--- config.mk ---
export PLATFORM = sky130hd
export DESIGN_NAME = uipi_post_engine
export DESIGN_NICKNAME = d
export VERILOG_FILES = /design/src/rtl/uipi_pkg.sv /design/src/rtl/uipi_entry_check.sv /design/src/rtl/uipi_desc_update.sv /design/src/rtl/uipi_ctrl.sv /design/src/rtl/uipi_post_engine.sv
export SDC_FILE = /design/constraint.sdc
export NUM_CORES = 1
export LEC_CHECK = 0
export BUFFER_PORTS_ARGS = -buffer_cell sky130_fd_sc_hd__buf_4
export CORE_UTILIZATION = 50
export DETAILED_ROUTE_END_ITERATION = 8
export GPL_ROUTABILITY_DRIVEN = 0
export PLACE_DENSITY_LB_ADDON = 0.3
export SLEW_MARGIN = 10
export SYNTH_ARGS = -nofsm -noshare
export SYNTH_HDL_FRONTEND = slang
export SYNTH_SLANG_ARGS = --single-unit
--- constraint.sdc ---
create_clock -name clk_i -period 5.4 [get_ports clk_i]
set_clock_uncertainty 0.05 [all_clocks]
set_input_delay 1.08 -clock clk_i [delete_from_list [all_inputs] [get_ports clk_i]]
set_output_delay 1.08 -clock clk_i [all_outputs]
set_load 0.005 [all_outputs]
--- src/rtl/uipi_pkg.sv ---
`timescale 1ns/1ps
package uipi_pkg;
  typedef enum logic [1:0] {
    FLT_NONE = 2'd0,
    FLT_UD   = 2'd1,
    FLT_GP   = 2'd2
  } fault_e;

  typedef enum logic [3:0] {
    ST_IDLE,
    ST_RD_E0,
    ST_RD_E1,
    ST_CHK_E,
    ST_RD_D0,
    ST_CHK_D,
    ST_RD_D1,
    ST_WR_D0,
    ST_WR_D1
  } state_e;

  localparam logic [63:0] ENTRY_RSVD_MASK = 64'hFFFF_FFFF_FFFF_00FE;
  localparam logic [63:0] DESC_RSVD_MASK  = 64'h0000_0000_FF00_FFFC;
  localparam int unsigned NUM_UVEC        = 64;
  localparam int unsigned UVEC_W          = $clog2(NUM_UVEC);
endpackage

--- src/rtl/uipi_entry_check.sv ---
`timescale 1ns/1ps
module uipi_entry_check
  import uipi_pkg::*;
#(
  parameter int unsigned ADDR_W = 64
) (
  input  logic [63:0]       entry_lo_i,
  input  logic [63:0]       entry_hi_i,
  output logic              fault_o,
  output logic [UVEC_W-1:0] uvec_o,
  output logic [ADDR_W-1:0] desc_addr_o
);
  localparam logic [7:0] VEC_LIM = 8'(NUM_UVEC);

  logic [7:0] vec_raw;
  logic       not_valid, rsvd_set, vec_oob, misaligned;

  always_comb begin
    vec_raw    = entry_lo_i[15:8];
    not_valid  = ~entry_lo_i[0];
    rsvd_set   = |(entry_lo_i & ENTRY_RSVD_MASK);
    vec_oob    = vec_raw >= VEC_LIM;
    misaligned = |entry_hi_i[5:0];
    fault_o    = not_valid | rsvd_set | vec_oob | misaligned;
    uvec_o     = vec_raw[UVEC_W-1:0];
  end

  generate
    if (ADDR_W >= 64) begin : g_full
      assign desc_addr_o = ADDR_W'(entry_hi_i);
    end else begin : g_trunc
      assign desc_addr_o = entry_hi_i[ADDR_W-1:0];
    end
  endgenerate
endmodule

--- src/rtl/uipi_desc_update.sv ---
`timescale 1ns/1ps
module uipi_desc_update
  import uipi_pkg::*;
(
  input  logic [63:0]       d0_i,
  input  logic [63:0]       d1_i,
  input  logic [UVEC_W-1:0] uvec_i,
  input  logic              x2apic_i,
  output logic              rsvd_fault_o,
  output logic [63:0]       d0_new_o,
  output logic [63:0]       d1_new_o,
  output logic              notify_o,
  output logic [7:0]        ntf_vec_o,
  output logic [31:0]       ntf_dest_o
);
  always_comb begin
    rsvd_fault_o = |(d0_i & DESC_RSVD_MASK);
    notify_o     = (d0_i[1:0] == 2'b00);
    d1_new_o     = d1_i | (64'd1 << uvec_i);
    d0_new_o     = notify_o ? (d0_i | 64'd1) : d0_i;
    ntf_vec_o    = d0_i[23:16];
    ntf_dest_o   = x2apic_i ? d0_i[63:32] : {24'd0, d0_i[47:40]};
  end
endmodule

--- src/rtl/uipi_ctrl.sv ---
`timescale 1ns/1ps
module uipi_ctrl
  import uipi_pkg::*;
#(
  parameter int unsigned ADDR_W = 64,
  parameter int unsigned IDX_W  = 16
) (
  input  logic              clk_i,
  input  logic              rst_ni,
  input  logic              start_i,
  input  logic [IDX_W-1:0]  index_i,
  input  logic [ADDR_W-1:0] tbl_base_i,
  input  logic [IDX_W-1:0]  tbl_size_i,
  input  logic              send_en_i,
  output logic              mem_req_o,
  output logic              mem_we_o,
  output logic [ADDR_W-1:0] mem_addr_o,
  output logic [63:0]       mem_wdata_o,
  input  logic              mem_gnt_i,
  input  logic              mem_rvalid_i,
  input  logic [63:0]       mem_rdata_i,
  output logic [63:0]       entry_lo_o,
  output logic [63:0]       entry_hi_o,
  input  logic              ent_fault_i,
  input  logic [ADDR_W-1:0] desc_addr_i,
  output logic [63:0]       d0_o,
  output logic [63:0]       d1_o,
  input  logic              dsc_fault_i,
  input  logic [63:0]       d0_new_i,
  input  logic [63:0]       d1_new_i,
  input  logic              notify_i,
  input  logic [7:0]        ntf_vec_i,
  input  logic [31:0]       ntf_dest_i,
  output logic              lock_o,
  output logic              done_o,
  output logic              fault_o,
  output logic [1:0]        fault_kind_o,
  output logic              ntf_valid_o,
  output logic [7:0]        ntf_vec_o,
  output logic [31:0]       ntf_dest_o
);
  localparam logic [ADDR_W-1:0] LINE_MASK = ~ADDR_W'(15);
  localparam logic [ADDR_W-1:0] WORD_OFS  = ADDR_W'(8);

  state_e            state_q;
  logic              rd_wait_q;
  logic [ADDR_W-1:0] ent_q, desc_q, ent_addr;
  logic [63:0]       lo_q, hi_q, d0_q, d1_q;
  logic              done_q, fault_q, ntf_q;
  fault_e            kind_q;
  logic [7:0]        vec_q;
  logic [31:0]       dest_q;
  logic              is_rd, is_wr, rd_back;

  assign ent_addr = (tbl_base_i & LINE_MASK) + (ADDR_W'(index_i) << 4);

  always_comb begin
    is_rd = (state_q == ST_RD_E0) || (state_q == ST_RD_E1) ||
            (state_q == ST_RD_D0) || (state_q == ST_RD_D1);
    is_wr = (state_q == ST_WR_D0) || (state_q == ST_WR_D1);
    rd_back = rd_wait_q && mem_rvalid_i;
    mem_req_o   = (is_rd && !rd_wait_q) || is_wr;
    mem_we_o    = is_wr;
    mem_wdata_o = (state_q == ST_WR_D1) ? d1_new_i : d0_new_i;
    unique case (state_q)
      ST_RD_E0: mem_addr_o = ent_q;
      ST_RD_E1: mem_addr_o = ent_q + WORD_OFS;
      ST_RD_D1, ST_WR_D1: mem_addr_o = desc_q + WORD_OFS;
      ST_RD_D0, ST_WR_D0: mem_addr_o = desc_q;
      default:  mem_addr_o = '0;
    endcase
    lock_o = (state_q == ST_RD_D0) || (state_q == ST_CHK_D) ||
             (state_q == ST_RD_D1) || is_wr;
  end

  always_ff @(posedge clk_i or negedge rst_ni) begin
    if (!rst_ni) begin
      state_q   <= ST_IDLE;
      rd_wait_q <= 1'b0;
      ent_q     <= '0;
      desc_q    <= '0;
      lo_q      <= '0;
      hi_q      <= '0;
      d0_q      <= '0;
      d1_q      <= '0;
      done_q    <= 1'b0;
      fault_q   <= 1'b0;
      kind_q    <= FLT_NONE;
      ntf_q     <= 1'b0;
      vec_q     <= '0;
      dest_q    <= '0;
    end else begin
      done_q  <= 1'b0;
      fault_q <= 1'b0;
      kind_q  <= FLT_NONE;
      ntf_q   <= 1'b0;
      if (is_rd && !rd_wait_q && mem_gnt_i) rd_wait_q <= 1'b1;
      if (rd_back) rd_wait_q <= 1'b0;
      unique case (state_q)
        ST_IDLE: if (start_i) begin
          if (!send_en_i) begin
            done_q <= 1'b1; fault_q <= 1'b1; kind_q <= FLT_UD;
          end else if (index_i > tbl_size_i) begin
            done_q <= 1'b1; fault_q <= 1'b1; kind_q <= FLT_GP;
          end else begin
            ent_q   <= ent_addr;
            state_q <= ST_RD_E0;
          end
        end
        ST_RD_E0: if (rd_back) begin
          lo_q    <= mem_rdata_i;
          state_q <= ST_RD_E1;
        end
        ST_RD_E1: if (rd_back) begin
          hi_q    <= mem_rdata_i;
          state_q <= ST_CHK_E;
        end
        ST_CHK_E: begin
          if (ent_fault_i) begin
            done_q <= 1'b1; fault_q <= 1'b1; kind_q <= FLT_GP;
            state_q <= ST_IDLE;
          end else begin
            desc_q  <= desc_addr_i;
            state_q <= ST_RD_D0;
          end
        end
        ST_RD_D0: if (rd_back) begin
          d0_q    <= mem_rdata_i;
          state_q <= ST_CHK_D;
        end
        ST_CHK_D: begin
          if (dsc_fault_i) begin
            done_q <= 1'b1; fault_q <= 1'b1; kind_q <= FLT_GP;
            state_q <= ST_IDLE;
          end else begin
            state_q <= ST_RD_D1;
          end
        end
        ST_RD_D1: if (rd_back) begin
          d1_q    <= mem_rdata_i;
          state_q <= ST_WR_D0;
        end
        ST_WR_D0: if (mem_gnt_i) state_q <= ST_WR_D1;
        ST_WR_D1: if (mem_gnt_i) begin
          done_q  <= 1'b1;
          ntf_q   <= notify_i;
          vec_q   <= ntf_vec_i;
          dest_q  <= ntf_dest_i;
          state_q <= ST_IDLE;
        end
        default: state_q <= ST_IDLE;
      endcase
    end
  end

  assign entry_lo_o   = lo_q;
  assign entry_hi_o   = hi_q;
  assign d0_o         = d0_q;
  assign d1_o         = d1_q;
  assign done_o       = done_q;
  assign fault_o      = fault_q;
  assign fault_kind_o = kind_q;
  assign ntf_valid_o  = ntf_q;
  assign ntf_vec_o    = vec_q;
  assign ntf_dest_o   = dest_q;
endmodule

--- src/rtl/uipi_post_engine.sv ---
`timescale 1ns/1ps
module uipi_post_engine
  import uipi_pkg::*;
#(
  parameter int unsigned ADDR_W = 64,
  parameter int unsigned IDX_W  = 16
) (
  input  logic              clk_i,
  input  logic              rst_ni,
  input  logic              start_i,
  input  logic [IDX_W-1:0]  index_i,
  input  logic [ADDR_W-1:0] tbl_base_i,
  input  logic [IDX_W-1:0]  tbl_size_i,
  input  logic              send_en_i,
  input  logic              x2apic_i,
  output logic              mem_req_o,
  output logic              mem_we_o,
  output logic [ADDR_W-1:0] mem_addr_o,
  output logic [63:0]       mem_wdata_o,
  input  logic              mem_gnt_i,
  input  logic              mem_rvalid_i,
  input  logic [63:0]       mem_rdata_i,
  output logic              lock_o,
  output logic              done_o,
  output logic              fault_o,
  output logic [1:0]        fault_kind_o,
  output logic              ntf_valid_o,
  output logic [7:0]        ntf_vec_o,
  output logic [31:0]       ntf_dest_o
);
  logic [63:0]       lo, hi, d0, d1, d0_new, d1_new;
  logic              ent_fault, dsc_fault, notify;
  logic [UVEC_W-1:0] uvec;
  logic [ADDR_W-1:0] desc_addr;
  logic [7:0]        nvec;
  logic [31:0]       ndest;

  uipi_entry_check #(.ADDR_W(ADDR_W)) i_entry_check (
    .entry_lo_i  (lo),
    .entry_hi_i  (hi),
    .fault_o     (ent_fault),
    .uvec_o      (uvec),
    .desc_addr_o (desc_addr)
  );

  uipi_desc_update i_desc_update (
    .d0_i         (d0),
    .d1_i         (d1),
    .uvec_i       (uvec),
    .x2apic_i     (x2apic_i),
    .rsvd_fault_o (dsc_fault),
    .d0_new_o     (d0_new),
    .d1_new_o     (d1_new),
    .notify_o     (notify),
    .ntf_vec_o    (nvec),
    .ntf_dest_o   (ndest)
  );

  uipi_ctrl #(.ADDR_W(ADDR_W), .IDX_W(IDX_W)) i_ctrl (
    .clk_i        (clk_i),
    .rst_ni       (rst_ni),
    .start_i      (start_i),
    .index_i      (index_i),
    .tbl_base_i   (tbl_base_i),
    .tbl_size_i   (tbl_size_i),
    .send_en_i    (send_en_i),
    .mem_req_o    (mem_req_o),
    .mem_we_o     (mem_we_o),
    .mem_addr_o   (mem_addr_o),
    .mem_wdata_o  (mem_wdata_o),
    .mem_gnt_i    (mem_gnt_i),
    .mem_rvalid_i (mem_rvalid_i),
    .mem_rdata_i  (mem_rdata_i),
    .entry_lo_o   (lo),
    .entry_hi_o   (hi),
    .ent_fault_i  (ent_fault),
    .desc_addr_i  (desc_addr),
    .d0_o         (d0),
    .d1_o         (d1),
    .dsc_fault_i  (dsc_fault),
    .d0_new_i     (d0_new),
    .d1_new_i     (d1_new),
    .notify_i     (notify),
    .ntf_vec_i    (nvec),
    .ntf_dest_i   (ndest),
    .lock_o       (lock_o),
    .done_o       (done_o),
    .fault_o      (fault_o),
    .fault_kind_o (fault_kind_o),
    .ntf_valid_o  (ntf_valid_o),
    .ntf_vec_o    (ntf_vec_o),
    .ntf_dest_o   (ntf_dest_o)
  );
endmodule

==> results.md, run 1 <==
* Vias in the first global route at 18600
* CP cell instances: buf_4 > or4b_4 > nand2_8 > nand2_1 > nand2_1 > ha_1 > inv_1 > nor4b_4 > nand4_1 > buf_4 > or3_1 > xnor2_1 > o21ai_2 > buf_4
* Final Util at 61.9%
* Power density over the cells at between 400 and 500 mW/mm2
* GRT overflow at 0
* Pin count of the biggest net entering global routing at between 100 and 150
* GRT Total Usage at 28.7%
* Die area at about 0.046 mm2
* Clk_lat worst skew at 570 ps
* Top cell by count, worst path: buf_4
* Antenna-violating nets left at 0
* Starting Density at 51.0%
* Clk slew on worst S/H paths at ~60 ps
* Initial antenna violation count at 2
* Vias at 18300
* I/O Buffers at 338
* WP data required at approximately 4300 ps
* Detailed Route Iter0 Violations at 1543
* Worst path depth at 14
* Static leakage at 0.0126 uW
* Die W at 215 um
* Fmax at between 150 and 200 MHz
* Drt wl/cell at between 20 and 25 um
* CP Capture Type: output port
* Max Cap Violations at 0
* CTS tree: built
* Area of the mapped netlist at 0.0227 mm2
* Area growth from synthesis to layout at 21.5%
* Buf/Inv on CP at 4
* Cts bufs inserted at between 40 and 50
* Yosys cell types at 71
* Crit-path max FO at 13
* CP delay by family, top: simple AND/OR/NAND/NOR gates
* RSZ-0062 raised after global routing: yes
* WS Path Type: flip-flop to output port
* Post-Layout Inst Area at between 0.02 and 0.03 mm2
* Clk buf depth at 3
* Critical-path top delay cell: or4b_4
* Flop-to-flop setup slack at between 1500 and 2000 ps
* I/O Pins at 343
* Tmin final at 5290 ps
* Die Y at ~220 um
* Final nets at 2665
* CP max stage delay at 660 ps
* Post-DP Area at approximately 0.026 mm2
* Hold buffers post-CTS at 0
* Global-route wire length before repair at 105 mm
* CTS HTree Levels at 2
* Slew of the pin with the lowest slew margin at between 1000 and 1500 ps
* Synth Instances at 2157
* Crit path to: mem_addr_o[43]
* WHS at 415 ps
* Yosys reg bits at 430
* Yosys Warn Count at 0
* Final worst-path cycle share at 97.9%
* Clock sinks at 430
* Setup Viol. Count Final at 0
* Slew Viols, Final at 0
* Worst setup SP type: flip-flop
* Hold crit path type: flip-flop to flip-flop
* Reg2reg end: i_ctrl.desc_q[55]
* Seq/Total Area, Yosys at 47.4%
* Status: finished clean
* DR DRC count at 0
* Vias per Instance at slightly below 6
* Async S/R FF share, synth at 100%
* CP Launch Point: i_ctrl.state_q[1]
* Core area at 0.0445 mm2
* FF-to-FF Start: i_ctrl.entry_lo_o[15]
* Crit path DAT at 4160 ps
* Syn Area/Cell at 10.5 um2
* Syn_nets at 2358
* Worst vdd ir at 0.000287 V
* HPWL after detailed placement at 48.4 mm
* Num rows at 77
* Slew HR at 17.3%
* Share of layout cells above drive strength 1 at 33.3%
* Final hold viol count at 0
* Worst r2r path cells at 6
* Wirelength, routed at ~67 mm
* 1st-pass router iterations at 8
* Post-synth EDFFs at 0
* Root Driver: clkbuf_16
* Most used DFF post-synth: dfrtp_1
[sequential cells by signal, indices dropped and copies added (netlist names)]
register             flops
i_ctrl.ntf_dest_o       32
i_ctrl.d0_o             64
i_ctrl.state_q           4
i_ctrl.ntf_valid_o       1
i_ctrl.d1_o             64
i_ctrl.done_o            1
i_ctrl.entry_hi_o       64
i_ctrl.desc_q           64
i_ctrl.entry_lo_o       64
i_ctrl.rd_wait_q         1
i_ctrl.fault_o           1
i_ctrl.ent_q            60
i_ctrl.ntf_vec_o         8
i_ctrl.fault_kind_o      2
[metal layers]
| layer | track usage [%] | routed length (um) | up-vias |
|---|---|---|---|
| met3 | 4.30 | 3800 | 132 |
| met1 | 37.4 | 27700 | 9123 |
| met5 | 0 | 26 | - |
| li1 | - | - | 8402 |
| met4 | 11.0 | 2250 | 4 |
| met2 | 48.1 | 32900 | 658 |
[final cells by class]
cell class	count	area (um2)
multi-input cells	1566	11400
repair buffers	383	2950
clock inverters	16	186
diodes	1	2.50
flip-flops and latches	430	10800
clock buffers	67	1380
well taps	592	741
inverters	36	135
fillers	3658	16900
[where the power goes]
group	total [uW]	leakage, uW	internal, uW	switching [uW]
combinational	4470	0.00631	2250	2220
clock	3270	0.000779	1970	1310
sequential	5170	0.00556	4290	878
[cells by family (layout without fill, tap and decap cells)]
kind of cell	after synthesis	after routing	share of synthesized area, %
other	0	1	0
adders and majority gates	34	34	1.91
AOI/OAI and AO/OA	451	451	11.5
buffers and inverters	161	502	2.76
and+or+nand+nor	569	569	12.6
muxes	398	398	19.4
xor gates and xnor gates	114	114	4.40
DFF	430	430	47.4
[repair_timing]
action / CTS / global route
endpoints found under the hold margin: 0 / 0
gates resized for setup: 5 / 8
endpoints found under the setup margin: 22 / 28
pin swaps: 4 / 3
setup buffers: 8 / 2
[placed cells by master (no fill, tap or decap), drive strengths merged, types with 56 or more instances in the layout]
| master | count |
|---|---|
| nand2 | 201 |
| a21oi | 136 |
| nand3 | 56 |
| mux2 | 338 |
| nor2 | 96 |
| dfrtp | 430 |
| clkbuf | 67 |
| mux2i | 60 |
| xnor2 | 63 |
| o21ai | 181 |
| buf | 383 |
[synthesized netlist by cell type (3+ instances only)]
cell type	instances	area, um2
a2111oi_0	3	26.3
a211oi_1	5	37.5
a21o_1	17	128
a21oi_1	135	676
a22oi_1	54	405
a31oi_1	14	87.6
a41oi_1	3	26.3
and2_1	9	56.3
and3_1	25	156
and4_1	5	43.8
buf_1	7	26.3
buf_2	9	45.0
clkbuf_1	107	402
dfrtp_1	430	10800
ha_1	33	413
inv_1	36	135
mux2_2	338	3810
mux2i_1	60	601
nand2_1	199	747
nand2b_1	13	81.3
nand3_1	56	280
nand3b_1	4	30.0
nand4_1	32	200
nor2_1	95	357
nor2b_1	7	43.8
nor3_1	35	175
nor3b_1	8	60.1
nor4_1	44	275
nor4b_1	5	43.8
o21a_1	10	75.1
o21ai_0	166	831
o21ai_1	15	75.1
o21bai_1	3	22.5
o22ai_1	3	18.8
o31ai_1	4	30.0
or3_1	9	56.3
or4_1	5	37.5
xnor2_1	63	552
xor2_1	51	447
[worst min path at each step]
| stage | slack, ps | to | start | cells after the start |
|---|---|---|---|---|
| after global routing | 450 | i_ctrl.ntf_dest_o[18] | i_ctrl.ntf_dest_o[18] | 2 |
| after CTS | 430 | i_ctrl.ntf_valid_o | i_ctrl.d0_o[0] | 1 |
| after global placement | 400 | i_ctrl.ntf_valid_o | i_ctrl.d0_o[0] | 1 |
| after detailed placement | 410 | i_ctrl.ntf_valid_o | i_ctrl.d0_o[0] | 1 |
| after floorplan | 380 | i_ctrl.ntf_valid_o | i_ctrl.d0_o[0] | 1 |
| final | 420 | i_ctrl.ntf_valid_o | i_ctrl.d0_o[0] | 1 |
[worst register-to-register path: stages, from the launching register on]
cell and delay (ps):
dfrtp_1 410, nor4b_1 650, nand4_1 340, nor4_1 890
nand4_1 170, buf_4 410, mux2_2 450
[per-stage QoR]
stage / TNS, ps / power (uW) / worst slack [ps] / cells
CTS: 0 / 13000 / 14.9 / 3088
floorplan: 0 / 7520 / 206 / 2157
global placement: 0 / 9420 / 222 / 2997
finish: 0 / 12900 / 113 / 3091
global route: -22.5 / 13600 / -12.5 / 3090
detailed placement: 0 / 9630 / 167 / 2997
Note: power is estimated with default switching activity, not from simulation.
==> run 2, diff against run 1 <==
--- a/config.mk
+++ b/config.mk
@@ -6,6 +6,7 @@
 export NUM_CORES = 1
 export LEC_CHECK = 0
 export BUFFER_PORTS_ARGS = -buffer_cell sky130_fd_sc_hd__buf_4
+export CORE_ASPECT_RATIO = 0.7
 export CORE_UTILIZATION = 50
 export DETAILED_ROUTE_END_ITERATION = 8
 export GPL_ROUTABILITY_DRIVEN = 0
==> results.md, run 2 (synthesis gave the netlist of run 1 again) <==
* Place WS at 310 ps
* WS Path Type: flip-flop to output port
* CP cell instances: buf_4 > or4b_4 > buf_4 > a211oi_1 > o221a_2 > nand4_1 > buf_4 > nor4_4 > buf_4 > nand2_4 > o21a_1 > o31ai_1 > buf_4
* Vias per Instance at 6.00
* Routing usage on met2 at a little under half
* GRT Total Usage at about 28%
* Global-route wire length before repair at 104 mm
* I/O Buffers at 338
* Slew HR at 20.7%
* CP max stage delay at 640 ps
* CTS tree: built
* DR DRC count at 0
* Worst Setup Slack, final at around 120 ps
* Clock power share at a little under a quarter
* Final worst-path cycle share at 97.7%
* Static leakage at 0.0126 uW
* Worst vdd ir at roughly 0.00022 V
* Core area at 0.0442 mm2
* Worst setup SP type: flip-flop
* Fmax at 189 MHz
* Antenna-violating nets left at 0
* Final hold viol count at 0
* Num rows at 64
* Pin count of the biggest net entering global routing at 127
* Starting Density at 51.4%
* I/O Pins at between 300 and 400
* Crit path DAT at a little over 4000 ps
* Status: finished clean
* Filler Cells Inserted at 3651
* Clock sinks at 430
* Most common cell after layout, fill and taps aside: dfrtp_1
* Detailed Route Iter0 Violations at 1688
* 1st-pass router iterations at 6
* Die W at roughly 260 um
* Share of layout cells above drive strength 1 at between 30 and 40%
* Clk_lat worst skew at around 540 ps
* Worst hold path depth at 1
* CTS HTree Levels at 2
* Area growth from synthesis to layout at 20.7%
* HPWL after detailed placement at approximately 49 mm
* Slew of the pin with the lowest slew margin at 1190 ps
* Initial antenna violation count at 4
* Drt wl/cell at 21.5 um
* Hold crit path type: flip-flop to flip-flop
* Root Driver: clkbuf_16
* Most frequent cells in the layout: 427 x dfrtp_1, 387 x buf_4, 338 x mux2_2
* Die area at 0.0463 mm2
* Clk slew on worst S/H paths at about 60 ps
* Tmin final at 5280 ps
* Clk buf depth at 3
* Most used routing layer: met2
* GRT overflow at 0
* Flop pwr share at roughly two fifths
* Slew Viols, Final at 0
* Net Sw Power at 4340 uW
* Setup Viol. Count Final at 0
* Cts bufs inserted at 41
* Final nets at 2668
* Switching Fraction at 34.5%
* DP Cell Count at 3002
* CP Capture Type: output port
* Critical-path top delay cell: or4b_4
* Pwr Total at ~13000 uW
* Die Y at 180 um
* Met1 GRT Util at 37.9%
* Post-Layout Cell Count at 3092
* Power share of the combinational group at 35.9%
* Wirelength, routed at 66.4 mm
* Power density over the cells at roughly 460 mW/mm2
* Internal at 8240 uW
* Crit-path max FO at 10
* Met3 usage at 5.86%
* WP data required at ~4300 ps
* Vias in the first global route at ~19000
* Final Util at a little over 60%
* Worst r2r path cells at 6
* Max Cap Violations at 0
* Top cell by count, worst path: buf_4
* Vias at 18600
-- run 2: final cells by class --
class	instances	area, um2	share of cell area (%)
Antenna cell	3	7.51	0.0274
Clock buffer	56	1180	4.32
Clock inverter	15	163	0.594
Inverter	36	135	0.493
Multi-Input combinational cell	1566	11400	41.6
Sequential cell	430	10800	39.3
Tap cell	594	743	2.71
Timing Repair Buffer	392	3000	11.0
-- run 2: critical path, delay by kind of cell (launching register included) --
family	cells	cell delay (ps)
AOI/OAI and AO/OA	4	1090
and+or+nand+nor	4	1040
buffers and inverters	5	1030
DFF	1	440
-- run 2: worst paths after layout --
| check | startpoint | end | slack (ps) |
|---|---|---|---|
| worst max register to register | i_ctrl.entry_lo_o[15] | i_ctrl.desc_q[57] | 1350 |
| max in group asynchronous | rst_ni | i_ctrl.d0_o[60] | 3560 |
| worst min register to register | i_ctrl.d0_o[0] | i_ctrl.ntf_valid_o | 430 |
| worst max-delay path | i_ctrl.state_q[0] | mem_addr_o[62] | 120 |
| worst min-delay path | i_ctrl.d0_o[0] | i_ctrl.ntf_valid_o | 430 |
| min in group asynchronous | rst_ni | i_ctrl.ent_q[49] | 560 |
-- run 2: timing repair --
| item | CTS | global route |
|---|---|---|
| buffers inserted | 2 | 14 |
| endpoints found under the setup margin | 16 | 21 |
| hold buffers | 0 | 0 |
| resized for setup | 5 | 4 |
| pin swaps | 1 | 3 |
-- run 2: per-layer routing --
layer	wire, um	vias up
li1	-	8407
met2	31500	687
met5	46	-
met3	4540	126
met1	28500	9331
met4	1880	6
-- run 2: stage by stage --
step / area (um2) / hold slack [ps] / TNS (ps)
CTS: 27300 / 424 / 0
detailed placement: 25900 / 405 / 0
global route: 27400 / 447 / -2.59
global placement: 25900 / 409 / 0
finish: 27400 / 426 / 0
floorplan: 22700 / 378 / 0
-- run 2: power by group through the flow --
stage / clock (uW) / combinational [uW] / sequential, uW
final: 2910 / 4510 / 5160
after global routing: 3080 / 4920 / 5300
after CTS: 2960 / 4470 / 5140
after detailed placement: 0 / 4440 / 5190
after global placement: 0 / 4310 / 5110
after floorplan: 0 / 2650 / 4870
